`src/rtl/lfs_pkg.sv`:
```
package lfs_pkg;

    // Occupancy operation decoded from {write accepted, read accepted}
    typedef enum logic [1:0] {
        OP_IDLE = 2'b00,
        OP_POP  = 2'b01,
        OP_PUSH = 2'b10,
        OP_BOTH = 2'b11
    } lfs_op_e;

endpackage

```
`src/rtl/lfs_wrap_ptr.sv`:
```
module lfs_wrap_ptr #(
    parameter int DEPTH = 10,
    localparam int PW = (DEPTH > 1) ? $clog2(DEPTH) : 1
) (
    input  logic          clk,
    input  logic          rst,
    input  logic          adv,
    output logic [PW-1:0] ptr
);
    localparam logic [PW-1:0] LAST = PW'(DEPTH - 1);

    typedef struct packed {
        logic [PW-1:0] ptr;
    } ptr_st_t;

    ptr_st_t st_d, st_q;

    always_comb begin
        st_d = st_q;
        if (adv) begin
            st_d.ptr = (st_q.ptr == LAST) ? '0 : st_q.ptr + PW'(1);
        end
        if (rst) begin
            st_d.ptr = '0;
        end
    end

    always_ff @(posedge clk) begin
        st_q <= st_d;
    end

    assign ptr = st_q.ptr;

    AST_PTR_WRAP: assert property (@(posedge clk) disable iff (rst)
        (adv && st_q.ptr == LAST) |=> (st_q.ptr == '0)) else $error("pointer did not wrap");

endmodule

```
`src/rtl/lfs_occ.sv`:
```
module lfs_occ
    import lfs_pkg::*;
#(
    parameter int DEPTH = 10,
    localparam int CW = $clog2(DEPTH + 1)
) (
    input  logic          clk,
    input  logic          rst,
    input  logic [CW-1:0] lvl,
    input  logic          wr_req,
    input  logic          rd_req,
    output logic          wr_ok,
    output logic          rd_ok,
    output logic          full,
    output logic          afull,
    output logic          empty
);
    localparam logic [CW-1:0] FULL_CNT = CW'(DEPTH);

    typedef struct packed {
        logic [CW-1:0] cnt;
    } occ_st_t;

    occ_st_t st_d, st_q;
    lfs_op_e op;

    always_comb begin
        rd_ok = rd_req && (st_q.cnt != '0);
        wr_ok = wr_req && ((st_q.cnt != FULL_CNT) || rd_ok);
        op    = lfs_op_e'({wr_ok, rd_ok});
        st_d  = st_q;
        unique case (op)
            OP_PUSH: st_d.cnt = st_q.cnt + CW'(1);
            OP_POP:  st_d.cnt = st_q.cnt - CW'(1);
            default: st_d.cnt = st_q.cnt;
        endcase
        if (rst) begin
            st_d.cnt = '0;
        end
    end

    always_ff @(posedge clk) begin
        st_q <= st_d;
    end

    assign full  = (st_q.cnt == FULL_CNT);
    assign empty = (st_q.cnt == '0);
    assign afull = (st_q.cnt >= lvl);

    AST_CNT_BOUND: assert property (@(posedge clk) disable iff (rst)
        st_q.cnt <= FULL_CNT) else $error("occupancy beyond depth");
    AST_NO_OVERFLOW: assert property (@(posedge clk) disable iff (rst)
        (full && wr_req && !rd_req) |=> (full && $stable(st_q.cnt))) else $error("write while full changed count");
    AST_NO_UNDERFLOW: assert property (@(posedge clk) disable iff (rst)
        (empty && rd_req && !wr_req) |=> empty) else $error("read while empty changed count");
    AST_FULL_BOTH: assert property (@(posedge clk) disable iff (rst)
        (full && wr_req && rd_req) |=> full) else $error("full with read and write lost a slot");
    AST_EMPTY_BOTH: assert property (@(posedge clk) disable iff (rst)
        (empty && wr_req && rd_req) |=> (st_q.cnt == CW'(1))) else $error("empty with read and write miscounted");

endmodule

```
`src/rtl/lfs_rdpipe.sv`:
```
module lfs_rdpipe #(
    parameter int W   = 8,
    parameter int LAT = 2
) (
    input  logic         clk,
    input  logic         rst,
    input  logic         rd_ok,
    input  logic [W-1:0] din,
    output logic [W-1:0] dout,
    output logic         vld
);
    typedef struct packed {
        logic         vld;
        logic [W-1:0] data;
    } slot_t;

    slot_t [LAT-1:0] st_d, st_q;

    always_comb begin
        st_d = st_q;
        st_d[0].vld = rd_ok;
        if (rd_ok) begin
            st_d[0].data = din;
        end
        for (int i = 1; i < LAT; i++) begin
            st_d[i] = st_q[i-1];
        end
        if (rst) begin
            st_d = '0;
        end
    end

    always_ff @(posedge clk) begin
        st_q <= st_d;
    end

    assign dout = st_q[LAT-1].data;
    assign vld  = st_q[LAT-1].vld;

    // cycles since reset, saturating, so $past never reaches before reset
    logic [1:0] age_q;
    always_ff @(posedge clk) begin
        if (rst)                age_q <= '0;
        else if (age_q != 2'd3) age_q <= age_q + 2'd1;
    end

    AST_LAT_ALIGN: assert property (@(posedge clk) disable iff (rst)
        (age_q == 2'd3) |-> (vld == $past(rd_ok, LAT))) else $error("strobe not aligned to read latency");

endmodule

```
`src/rtl/lat_fifo_stage.sv`:
```
module lat_fifo_stage #(
    parameter int W     = 8,
    parameter int DEPTH = 10,
    parameter int LAT   = 2,
    localparam int CW = $clog2(DEPTH + 1),
    localparam int PW = (DEPTH > 1) ? $clog2(DEPTH) : 1
) (
    input  logic          clk,
    input  logic          rst,
    input  logic [CW-1:0] afull_lvl,
    input  logic          wr_en,
    input  logic [W-1:0]  wr_data,
    input  logic          rd_en,
    output logic [W-1:0]  rd_data,
    output logic          dn_we,
    output logic          full,
    output logic          afull,
    output logic          empty
);
    logic          wr_ok, rd_ok;
    logic [PW-1:0] wptr, rptr;
    logic [W-1:0]  mem [DEPTH];

    lfs_occ #(.DEPTH(DEPTH)) u_occ (
        .clk(clk), .rst(rst), .lvl(afull_lvl),
        .wr_req(wr_en), .rd_req(rd_en),
        .wr_ok(wr_ok), .rd_ok(rd_ok),
        .full(full), .afull(afull), .empty(empty)
    );

    lfs_wrap_ptr #(.DEPTH(DEPTH)) u_wptr (
        .clk(clk), .rst(rst), .adv(wr_ok), .ptr(wptr)
    );

    lfs_wrap_ptr #(.DEPTH(DEPTH)) u_rptr (
        .clk(clk), .rst(rst), .adv(rd_ok), .ptr(rptr)
    );

    always_ff @(posedge clk) begin
        if (wr_ok) begin
            mem[wptr] <= wr_data;
        end
    end

    lfs_rdpipe #(.W(W), .LAT(LAT)) u_pipe (
        .clk(clk), .rst(rst), .rd_ok(rd_ok),
        .din(mem[rptr]), .dout(rd_data), .vld(dn_we)
    );

    AST_PTR_RANGE: assert property (@(posedge clk) disable iff (rst)
        (wptr < PW'(DEPTH)) && (rptr < PW'(DEPTH))) else $error("pointer out of range");
    AST_RST_CLEAR: assert property (@(posedge clk) disable iff (rst)
        $past(rst) |-> (empty && !dn_we)) else $error("reset left state behind");
    AST_FLAG_EXCL: assert property (@(posedge clk) disable iff (rst)
        !(full && empty)) else $error("full and empty together");

endmodule

```
`config.mk`:
```
export PLATFORM = sky130hd
export DESIGN_NAME = lat_fifo_stage
export DESIGN_NICKNAME = d
export VERILOG_FILES = /design/src/rtl/lfs_pkg.sv /design/src/rtl/lfs_wrap_ptr.sv /design/src/rtl/lfs_occ.sv /design/src/rtl/lfs_rdpipe.sv /design/src/rtl/lat_fifo_stage.sv
export SDC_FILE = /design/constraint.sdc
export NUM_CORES = 1
export LEC_CHECK = 0
export ABC_AREA = 1
export BUFFER_PORTS_ARGS = -buffer_cell sky130_fd_sc_hd__buf_4
export CAP_MARGIN = 20
export CORE_ASPECT_RATIO = 1.4
export CORE_MARGIN = 2
export CORE_UTILIZATION = 40
export CTS_BUF_LIST = sky130_fd_sc_hd__clkbuf_16
export DETAILED_ROUTE_END_ITERATION = 8
export PLACE_DENSITY = 0.59
export SLEW_MARGIN = 20
export SYNTH_ARGS = -nofsm -noshare
export SYNTH_HDL_FRONTEND = slang
export SYNTH_SLANG_ARGS = --single-unit
```
`constraint.sdc`:
```
create_clock -name clk -period 1.7 [get_ports clk]
set_input_delay 0.255 -clock clk [delete_from_list [all_inputs] [get_ports clk]]
set_output_delay 0.255 -clock clk [all_outputs]
set_load 0.01 [all_outputs]
```
# After elaboration in Yosys (flattened, before gate mapping)
# Memory sizes are Yosys's and may differ from the RTL's. A register that Yosys moved wholly into a read port is not among the register bits.
# Cells that the tools add are included.
# word_totals
register_bits	22
latchBits	0
ram_bits	80
rom_bits	0
input_bits	16
out_inout_bits	12
wordCells	29
mem_count	1
# mem_list
name	words	word_bits	read_ports	rd_ports_with_merged_regs	write_ports	line	rtl
mem	10	8	1	1	1	lat_fifo_stage.sv:22	logic [W-1:0] mem [DEPTH];
# classes
addsub	4
n_mul	0
n_div	0
order_cmp	1
eq_ne	6
shifts	0
mux	5
bitwise_logic	0
reduce_logical	6
# op_table
cell	count
$add A4 B1 Y4 const B	3
$eq A4 B4 Y1 const B	3
$mux W4	2
$pmux W4 S2	1
$ge A4 B4 Y1	1
$logic_not A4 Y1	1
$ne A4 B4 Y1 const B	1
$reduce_bool A4 Y1	1
$sub A4 B1 Y4 const B	1
$eq A2 B1 Y1 const B	1
$eq A2 B2 Y1 const B	1
$logic_and A1 B1 Y1	2
$mux W1	2
$reduce_bool A2 Y1	1
$logic_or A1 B1 Y1	1

# Depth between registers and ports, before layout
# Gate-level depths: netlist of run 1.
# depth
depth_word	6
depth_mapped	11
ltp_nobuf	11

# Hierarchy
# Synthesis of run 1 repeated with hierarchy kept, for this count alone.
# unflattened
hier_cells	511
hier_area_um2	4937.2
# modules_own_cells
module	n_inst	cells_per_inst	area_per_inst_um2
lat_fifo_stage	1	327	3504.6
lfs_rdpipe	1	72	604.3
lfs_occ	1	60	465.4
lfs_wrap_ptr	2	26	181.4

# Worst setup path after synthesis of run 1
# No wires, ideal clock.
# synth_timing
kind	reg2reg
start	reg u_occ.st_q[0] in the netlist's numbering
end	reg u_occ.st_q[3] in the netlist's numbering
setup_ps	115
t_arrival_ps	1544
setup_slack_ps	41
stages_incl_launch_ff	12
n_path_buf	0
path_cell_list	dfxtp_1 -> nor2_2 -> nand2_1 -> nand3_1 -> inv_1 -> ha_1 -> a21oi_1 -> nand3_1 -> nand2_1 -> nand3_1 -> nand2_1 -> nor2_1
# synth_via
elab_chain_cells	6
elab_cells_between_ends	11
cone_classes	add/sub (2); eq/ne (3); mux (1); reduce/logical (5)
# synth_rtl
element	line	rtl
start: declaration	lfs_occ.sv:24	occ_st_t st_d, st_q;
start signal: assignment	lfs_occ.sv:43	st_q <= st_d;
$reduce_bool A4 Y1	lfs_occ.sv:28	rd_ok = rd_req && (st_q.cnt != '0);
$logic_and A1 B1 Y1	lfs_occ.sv:28	
$logic_or A1 B1 Y1	lfs_occ.sv:29	wr_ok = wr_req && ((st_q.cnt != FULL_CNT) || rd_ok);
$logic_and A1 B1 Y1	lfs_occ.sv:29	
$eq A2 B1 Y1 or $eq A2 B2 Y1 (tied branches)	lfs_occ.sv:32	unique case (op)
$pmux W4 S2 or $reduce_bool A2 Y1 (tied branches)	n/a	
# Parallel ways exist; a longest one is shown, timed or not.
# A chain may end at the register's enable or synchronous reset.

# Final worst setup path of run 1
# layout_timing
start	reg u_occ.st_q[1] in the netlist's numbering
end	out afull
# layout_via
elab_chain_cells	1
# layout_rtl
element	line	rtl
$ge A4 B4 Y1	lfs_occ.sv:48	assign afull = (st_q.cnt >= lvl);
end: declaration	lat_fifo_stage.sv:17	output logic afull,
# Every way passes these cells.

==> results.json, run 1 <==
{
  "outcome": "finished with violations",
  "violations": "negative setup slack",
  "cp.arrival_ns": 1.45,
  "synth_area_leader_cell": "edfxtp_1",
  "synthCells": 473,
  "via_count": 3129,
  "grtUsageTotal": 0.152,
  "fin_skew_ns": 0.00953,
  "cts_buffers": 9,
  "crit_buf_inv": 3,
  "wl_mm": 8.80,
  "post-route-util": 0.488,
  "n_fill_cell": 990,
  "cap_violations": 0,
  "synth.area.top_cells": "edfxtp_1, dfxtp_1, inv_1",
  "io_buffers": 27,
  "avgRoutedWirePerCell_um": 13.3,
  "clkTransAtPathRegs_ns": 0.07,
  "worstSetupPathDepth": 7,
  "fin_setup_tns_ns": -0.00797,
  "peakVddDrop_uv": 604,
  "synthDominantCellAreaShare": 0.515,
  "power_mw": 6.81,
  "ys_ff_latch": 110,
  "ant_nets": 0,
  "routed_via_density": 4.71,
  "drt_first_pass_iters": 4,
  "fin_crit_ns": 1.71,
  "timing.slew.headroom": 0.701,
  "clock_path_buffers": 2,
  "h-tree-depth": 3,
  "syn_to_final_growth_pct": 18.7,
  "place_congestion": 0.850,
  "crit_required_ns": 1.44,
  "initial_core_util": 0.411,
  "setup_viol": 1,
  "synth_edf_count": 80,
  "critical_path.top_delay_family": "flip-flops",
  "grt_pass1_vias": 3089,
  "worst_pin_slew_ns": 0.449,
  "fp-row-count": 46,
  "fin_crit_sh": 1.00,
  "place_area_um2": 5080,
  "hold_end": "mem[6][7]",
  "initialDrtViolationCount": 138,
  "synthArstFlopShare": 0,
  "worstSkewPairLatency_ns": 0.35,
  "worst_setup_path_end_kind": "primary output",
  "placedCellCount": 645,
  "cellLeakagePower_nw": 2.33,
  "power_density_nw_per_um2": 1230,
  "antennaDiodeCount": 0,
  "crit_path_start_kind": "flip-flop",
  "antenna_found_initial": 0,
  "hold_viol_final": 0,
  "fmax_mhz": 585,
  "grt.overflow.total": 0,
  "rr_worst_depth": 8,
  "cts-root-buf": "clkbuf_16",
  "max_stage_delay_ns": 0.33,
  "core_um2": 11300,
  "post-place-ws_ns": -0.0691,
  "r2r_start": "u_occ.st_q[1]",
  "ys.flop_type": "edfxtp_1",
  "setup_ws_ns": -0.00797,
  "stdcell_count": 664,
  "hpwl_mm": 6.18,
  "hold_start": "wr_data[7]",
  "crit_slowest_cell": "dfxtp_2",
  "critPathMaxFanout": 2,
  "clock_sinks": 110,
  "rsz0062_at_grt": "true",
  "io_pins": 28,
  "dieArea_um2": 12500,
  "hold_class": "input port to flip-flop",
  "path_class": "flip-flop to primary output",
  "avgSynthCellArea_um2": 9.86,
  "cts_tree": "built",
  "die_w_um": 95.2,
  "syn_nets": 496,
  "fin_area_um2": 5530,
  "grt_pass1_wl_mm": 14.7,
  "drive_above_1_share": 0.177,
  "crit-reg2reg-capture": "mem[2][6]",
  "synth_cell_type_count": 23,
  "cp_cell_sequence": "buf_6 > ha_4 > inv_2 > nor2_1 > o211ai_1 > nand3_1 > buf_4",
  "yosys_warnings": 0,
  "hold_slack_ns": 0.166,
  "drcViolationCount": 0,
  "seq_area_frac_synth": 0.644,
  "ff2ff_setup_slack_ns": 0.07,
  "grt_max_degree": 27,
  "drv_slew": 0,
  "fp.dieH_um": 132,
  "fin_nets": 538,
  "hold_depth": 1,
  "synth_area_um2": 4660
}
routing by layer:
layer	share of wire	GRT usage	up-vias
met1	0.44	0.188	1460
li1	-	-	1618
met3	0.024	0.0229	6
met2	0.53	0.259	45
met5	0	0	-
met4	0.011	0.0700	0
registers in the layout, summed over array words and instances (netlist names):
register	count
mem	80
u_pipe.st_q	9
u_pipe.dout	8
u_occ.st_q	4
u_rptr.ptr	4
u_wptr.ptr	4
u_pipe.vld	1
cell families after synthesis:
family | after synthesis | share of synthesized area
flops | 110 | 0.644
compound gates | 49 | 0.0545
xor+xnor | 2 | 0.00376
buf+inv | 109 | 0.0990
fa+ha+maj | 7 | 0.0204
simple gates | 196 | 0.178
worst register-to-register path: stages, from the launching register on:
cell     delay (ns)
dfxtp_2        0.33
buf_6          0.11
buf_4          0.14
nand4_1        0.11
nand2_2        0.09
inv_2          0.12
nand3_1        0.12
nor2_1         0.12
buf_4          0.19
timing repair:
item	4_1_cts	5_1_grt
endpoints found under the hold margin	0	0
hold buffers	0	0
pin swaps	4	1
setup endpoints to repair	2	83
buffers inserted	2	1
gates resized for setup	8	16
how the worst max path moves through the flow:
| stage | start | to | slack, ns |
|---|---|---|---|
| after CTS | u_occ.st_q[1] | afull | -0.05 |
| after detailed placement | u_occ.st_q[0] | u_occ.st_q[3] | -0.07 |
| after floorplan | u_occ.st_q[0] | u_occ.st_q[3] | 0.04 |
| final | u_occ.st_q[1] | afull | -0.008 |
| after global placement | u_occ.st_q[0] | u_occ.st_q[3] | 0.08 |
| after global routing | u_occ.st_q[1] | afull | -0.07 |
synthesized netlist by cell type (4+ instances only):
cell type,number
inv_1,83
edfxtp_1,80
nand2_1,79
nor2_1,55
nand3_1,47
dfxtp_1,30
a21oi_1,25
o21ai_0,20
buf_4,12
nand4_1,11
buf_2,6
ha_1,6
clkbuf_1,4
layout by cell type, fill, tap and decap left out, types with 9 or more instances in the layout:
cell type / n
nand3_1: 45
inv_1: 81
o21ai_0: 20
a21oi_1: 23
nor2_1: 52
dfxtp_1: 27
buf_4: 49
edfxtp_1: 80
nand4_1: 11
nand2_1: 76
clkbuf_16: 9
cell type report:
| cell class | count | area [um^2] | area share |
|---|---|---|---|
| Clock inverter | 7 | 105 | 0.0190 |
| Timing Repair Buffer | 53 | 413 | 0.0746 |
| Tap cell | 144 | 180 | 0.0326 |
| Clock buffer | 9 | 225 | 0.0407 |
| Sequential cell | 110 | 3010 | 0.544 |
| Multi-Input combinational cell | 254 | 1270 | 0.230 |
| Inverter | 87 | 327 | 0.0590 |
where the power goes:
part	switching, mW	internal (mW)
combinational	0.817	0.570
clock	0.976	1.31
sequential	0.0790	3.05
total	1.87	4.93
Power figures use the tool's default switching activity.
==> run 2: changes to the inputs <==
CORE_ASPECT_RATIO = unset   (was 1.4)
SYNTH_HIERARCHICAL = 1   (was unset)
==> run 2 against run 1 <==
Net effect:
- the flow still finishes with violations (negative setup slack)
- design area is 2.8% higher
- critical endpoint unchanged
- core utilization is 1.4 points lower
- largest cell class unchanged
- sequential power hardly changed
==> results.json, run 2 <==
{
  "outcome": "finished with violations",
  "violations": "negative setup slack",
  "initial_core_util": 0.411,
  "worst_pin_slew_ns": 0.491,
  "ys_ff_latch": 110,
  "crit_required_ns": 1.44,
  "synthSimpleGateAreaFrac": 0.224,
  "setup_viol": 1,
  "place_congestion": 0.805,
  "grt_max_degree": 41,
  "clock_sinks": 110,
  "routed_via_density": 4.67,
  "syn_nets": 534,
  "cellLeakagePower_nw": 2.46,
  "clkTransAtPathRegs_ns": 0.07,
  "clock_path_buffers": 2,
  "ant_nets": 0,
  "dieArea_um2": 13200,
  "synthCells": 511,
  "dr.max_layer_used": "met4",
  "antennaDiodeCount": 0,
  "muxShareOfSynthArea": 0,
  "via_count": 3286,
  "cts_buffers": 9,
  "final_cell_mix": "nand2_1, inv_1, edfxtp_1",
  "synth-adder-area-share": 0.0193,
  "cp.arrival_ns": 1.46,
  "hpwl_mm": 6.42,
  "peakVddDrop_uv": 626,
  "avgSynthCellArea_um2": 9.66,
  "met1_length_mm": 4.28,
  "synth_area_um2": 4940,
  "drcViolationCount": 0,
  "n_fill_cell": 1157,
  "drt_first_pass_iters": 4,
  "hold_viol_final": 0,
  "cts_tree": "built",
  "drv_slew": 0,
  "fin_crit_ns": 1.71,
  "fmax_mhz": 585,
  "grt.overflow.total": 0,
  "wl_mm": 9.39,
  "cts-root-buf": "clkbuf_16",
  "hold_class": "input port to flip-flop",
  "synth.area.top_cells": "edfxtp_1, dfxtp_1, nand2_1",
  "fp.dieH_um": 115,
  "synth_top_family_by_area": "simple AND/OR/NAND/NOR gates",
  "synth_xor_xnor_area_share": 0.00177,
  "synth_compound_area_frac": 0.0319,
  "io_pins": 28,
  "grt_pass1_vias": 3052,
  "synthTopCellsByCount": "nand2_1, inv_1, edfxtp_1",
  "core_um2": 12000,
  "die_w_um": 115,
  "met3WireLength_um": 252,
  "mostFrequentLayoutCell": "nand2_1",
  "seqCellArea_um2": 3010,
  "crit_path_start_kind": "flip-flop",
  "drive_above_1_share": 0.196,
  "grt_pass1_wl_mm": 15.3,
  "fin_skew_ns": 0.00879,
  "cap_violations": 0,
  "synth_edf_count": 80,
  "seq_area_frac_synth": 0.608,
  "critPathMaxFanout": 2,
  "setup_ws_ns": -0.0103,
  "yosys_warnings": 6,
  "largest_reg_flops": 80,
  "io_buffers": 27,
  "multi_input_area_um2": 1420,
  "synth_area_leader_cell": "edfxtp_1",
  "syn_to_final_growth_pct": 15.2,
  "path_class": "flip-flop to primary output",
  "timing.slew.headroom": 0.672,
  "worst_setup_path_end_kind": "primary output",
  "synthDominantCellAreaShare": 0.487,
  "fin_setup_tns_ns": -0.0103,
  "top_register": "mem",
  "worstSkewPairLatency_ns": 0.35,
  "h-tree-depth": 3,
  "initialDrtViolationCount": 147,
  "rsz0062_at_grt": "true",
  "synth_cell_type_count": 30,
  "ys.flop_type": "edfxtp_1",
  "grtUsageTotal": 0.152,
  "fin_nets": 574,
  "synthArstFlopShare": 0,
  "antenna_found_initial": 0,
  "yosysMostFrequentCell": "nand2_1",
  "power_mw": 6.60,
  "wl_met2_mm": 4.71,
  "power_density_nw_per_um2": 1160,
  "fp-row-count": 40,
  "fin_crit_sh": 1.01,
  "avgRoutedWirePerCell_um": 13.4
}
-- run 2: cell count changes after synthesis, moves of 3 or more --
cell,before,now
nand4_1,11,3
a21oi_1,25,3
nor2_1,55,66
clkbuf_1,4,0
nand2_1,79,100
buf_6,0,6
nand3_1,47,59
nor2_2,2,5
inv_2,2,5
nand2_2,1,12
o21ai_1,0,3
-- run 2: final cells by class --
| class | count | share of cell area |
|---|---|---|
| Clock inverter | 6 | 0.00748 |
| Sequential cell | 110 | 0.528 |
| Timing Repair Buffer | 52 | 0.0728 |
| Tap cell | 147 | 0.0323 |
| Clock buffer | 10 | 0.0440 |
| Multi-Input combinational cell | 287 | 0.250 |
| Inverter | 91 | 0.0651 |
-- run 2: power breakdown --
group | internal, mW | switching, mW
Clock | 1.09 | 0.946
Sequential | 3.03 | 0.0768
Combinational | 0.579 | 0.874
Total | 4.71 | 1.90
-- run 2: per-layer routing --
layer / global-route usage / vias to the layer above
met1: 0.188 / 1534
met3: 0.0332 / 12
met4: 0.0538 / 0
li1: - / 1701
met2: 0.263 / 39
met5: 0 / -
-- run 2: path summary, 6_finish.rpt --
check | start | endpoint | slack (ns) | cells after the start
setup reg to reg | u_occ/st_q[1] | mem[0][1] | 0.09 | 8
setup / recovery | u_occ/st_q[1] | afull | -0.01 | 7
hold reg to reg | u_pipe/st_q[8] | u_pipe/vld | 0.41 | 2
hold / removal | wr_data[6] | mem[1][6] | 0.18 | 1
-- run 2: logic make-up after synthesis --
logic type | Yosys count
buffers and inverters | 114
adders and majority gates | 7
AOI/OAI and AO/OA | 29
and+or+nand+nor | 250
DFF | 110
xor gates and xnor gates | 1
-- run 2: through the flow --
stage | std cells | hold WS [ns] | cell area [um^2] | utilization | setup slack [ns]
final | 703 | 0.176 | 5690 | 0.474 | -0.0103
after global routing | 703 | 0.179 | 5690 | 0.474 | -0.0741
after CTS | 702 | 0.171 | 5660 | 0.472 | -0.0428
after detailed placement | 684 | 0.406 | 5310 | 0.442 | -0.0246
after global placement | 684 | 0.401 | 5310 | 0.442 | 0.0408
after floorplan | 511 | 0.354 | 4940 | - | 0.0137
-- run 2: repair_timing --
| action | in CTS | in global routing |
|---|---|---|
| endpoints found under the setup margin | 2 | 31 |
| hold buffers | 0 | 0 |
| buffers inserted | 2 | 1 |
| gates resized for setup | 12 | 3 |
| pin swaps | 2 | 6 |
-- run 2: critical path, cell delays in order, from the launching register on --
cell      delay (ns)
dfxtp_2         0.33
buf_6           0.11
ha_4            0.21
inv_2           0.05
nor2_2          0.03
o211ai_1        0.14
nand3_1         0.10
buf_6           0.13
==> run 3: changes to the inputs <==
PLACE_DENSITY = 0.57   (was 0.59)
clock period = 2.2 ns   (was 1.7 ns; I/O delays follow)
==> run 3 against run 2 <==
Net effect:
- the run now ends clean
- core utilization fell by 1.5 points
- clock-buffer cell count fell by 1
- hold slack improved by 0.080 ns
- non-clock buffer count fell by 12
- design area fell by 3.1%
- first-iteration DRC count fell by 10%
- largest power group unchanged
==> results.json, run 3 (same netlist as run 2, synthesis figures left out) <==
{
  "outcome": "finished clean",
  "critPathMaxFanout": 14,
  "drv_slew": 0,
  "timing.slew.headroom": 0.555,
  "fin_crit_ns": 1.89,
  "fmax_mhz": 529,
  "intPower_mw": 3.56,
  "ctsResizeCount": 0,
  "post-place-ws_ns": 0.314,
  "p_switching_mw": 1.39,
  "cellLeakagePower_nw": 2.40,
  "top_register": "mem",
  "grt.overflow.total": 0,
  "avgRoutedWirePerCell_um": 13.8,
  "antennaDiodeCount": 0,
  "dieArea_um2": 13200,
  "setup_viol": 0,
  "clock_sinks": 110,
  "r2r_start": "u_occ/st_q[1]",
  "peakVddDrop_uv": 362,
  "worstSkewPairLatency_ns": 0.34,
  "drive_above_1_share": 0.156,
  "crit_required_ns": 2.44,
  "routed_via_density": 4.71,
  "final_cell_mix": "nand2_1, inv_1, edfxtp_1",
  "fp.dieH_um": 115,
  "path_class": "flip-flop to flip-flop",
  "hpwl_mm": 6.67,
  "wl_mm": 9.54,
  "worst_setup_path_end_kind": "flip-flop",
  "place_congestion": 0.734,
  "clkTransAtPathRegs_ns": 0.07,
  "rsz0062_at_grt": "false",
  "startpoint": "u_occ/st_q[1]",
  "setup_ws_ns": 0.310,
  "p_sw_frac": 0.281,
  "die_w_um": 115,
  "fin_skew_ns": 0.00687,
  "core_um2": 12000,
  "rr_worst_depth": 13,
  "cp.arrival_ns": 2.13,
  "hold_viol_final": 0,
  "crit-reg2reg-capture": "u_occ/st_q[3]",
  "cts-root-buf": "clkbuf_16",
  "hold_depth": 1,
  "cap_violations": 0,
  "worst_pin_slew_ns": 0.665,
  "fin_setup_tns_ns": 0,
  "grt_pass1_wl_mm": 15.6,
  "ant_nets": 0,
  "fin_crit_sh": 0.859,
  "initial_core_util": 0.411,
  "drt_first_pass_iters": 4,
  "ff2ff_setup_slack_ns": 0.31,
  "grt_max_degree": 41,
  "h-tree-depth": 3,
  "fin_nets": 562,
  "crit_path_start_kind": "flip-flop",
  "hold_slack_ns": 0.256,
  "grt_pass1_vias": 3151,
  "critPathCapture": "u_occ/st_q[3]",
  "io_pins": 28,
  "combPwrFrac": 0.197,
  "cts_hold_buffers": 0,
  "syn_to_final_growth_pct": 11.7,
  "io_buffers": 27,
  "power_density_nw_per_um2": 899,
  "n_fill_cell": 1150,
  "grtUsageTotal": 0.156,
  "seq_power_share": 0.489,
  "fp-row-count": 40,
  "antenna_found_initial": 0,
  "clock_path_buffers": 2,
  "cts_buffers": 9,
  "cts_tree": "built",
  "pwr-share-clk": 0.313,
  "drcViolationCount": 0,
  "initialDrtViolationCount": 132,
  "largest_reg_flops": 80,
  "cts_setup_buffers": 0,
  "via_count": 3255,
  "hold_class": "input port to flip-flop",
  "mostFrequentLayoutCell": "nand2_1"
}
-- run 3: cell count changes in the layout (fill, tap and decap cells not counted), sizes merged --
cell and delta:
buf -12, bufinv +2, clkbuf -1, clkinv +2, clkinvlp +1, inv -4
-- run 3: how the worst min path moves through the flow --
stage | startpoint | endpoint
global placement | u_pipe/st_q[8] | u_pipe/vld
finish | wr_data[1] | mem[4][1]
CTS | wr_data[1] | mem[4][1]
global route | wr_data[1] | mem[4][1]
detailed placement | u_pipe/st_q[8] | u_pipe/vld
floorplan | u_pipe/st_q[8] | u_pipe/vld
-- run 3: area by class of cell --
cell class                 instances  area [um^2]  share of cell area
sequential                       110         3000               0.545
multi-input combinational        287         1370               0.248
tap                              147          184              0.0334
inverter                          91          377              0.0683
clock inverter                     7         58.8              0.0107
timing repair buffer              40          300              0.0545
clock buffer                       9          225              0.0409
-- run 3: critical path, stage by stage, from the launching register on --
cell and delay, ns:
dfxtp_1 0.45, nor2_2 0.06, nand2_2 0.10, nand2_4 0.07
inv_4 0.15, nand2_8 0.08, inv_2 0.06, ha_1 0.26
a21oi_1 0.21, nand3_1 0.11, nand2_2 0.08, nand3_1 0.06
nand2_1 0.06, nor2_1 0.03
-- run 3: per-stage QoR --
stage | std cells | util | instance area [um^2] | total power [mW]
CTS | 691 | 0.459 | 5510 | 5.02
global route | 691 | 0.459 | 5510 | 5.24
global placement | 675 | 0.435 | 5230 | 3.45
floorplan | 511 | - | 4940 | 3.23
detailed placement | 675 | 0.435 | 5230 | 3.47
finish | 691 | 0.459 | 5510 | 4.96
-- run 3: metal layers --
layer	up-vias	wire length (um)	global-route usage
met4	0	267	0.0859
li1	1672	-	-
met5	-	0	0
met2	56	4670	0.260
met3	17	316	0.0221
met1	1510	4280	0.197
-- run 3: power groups by stage --
stage	logic, mW	clock network, mW	registers [mW]
2_1_floorplan	0.782	0	2.45
4_1_cts	0.998	1.59	2.43
5_1_grt	1.11	1.68	2.44
3_3_place_gp	0.986	0	2.47
3_5_place_dp	0.995	0	2.47
6_report	0.979	1.55	2.42
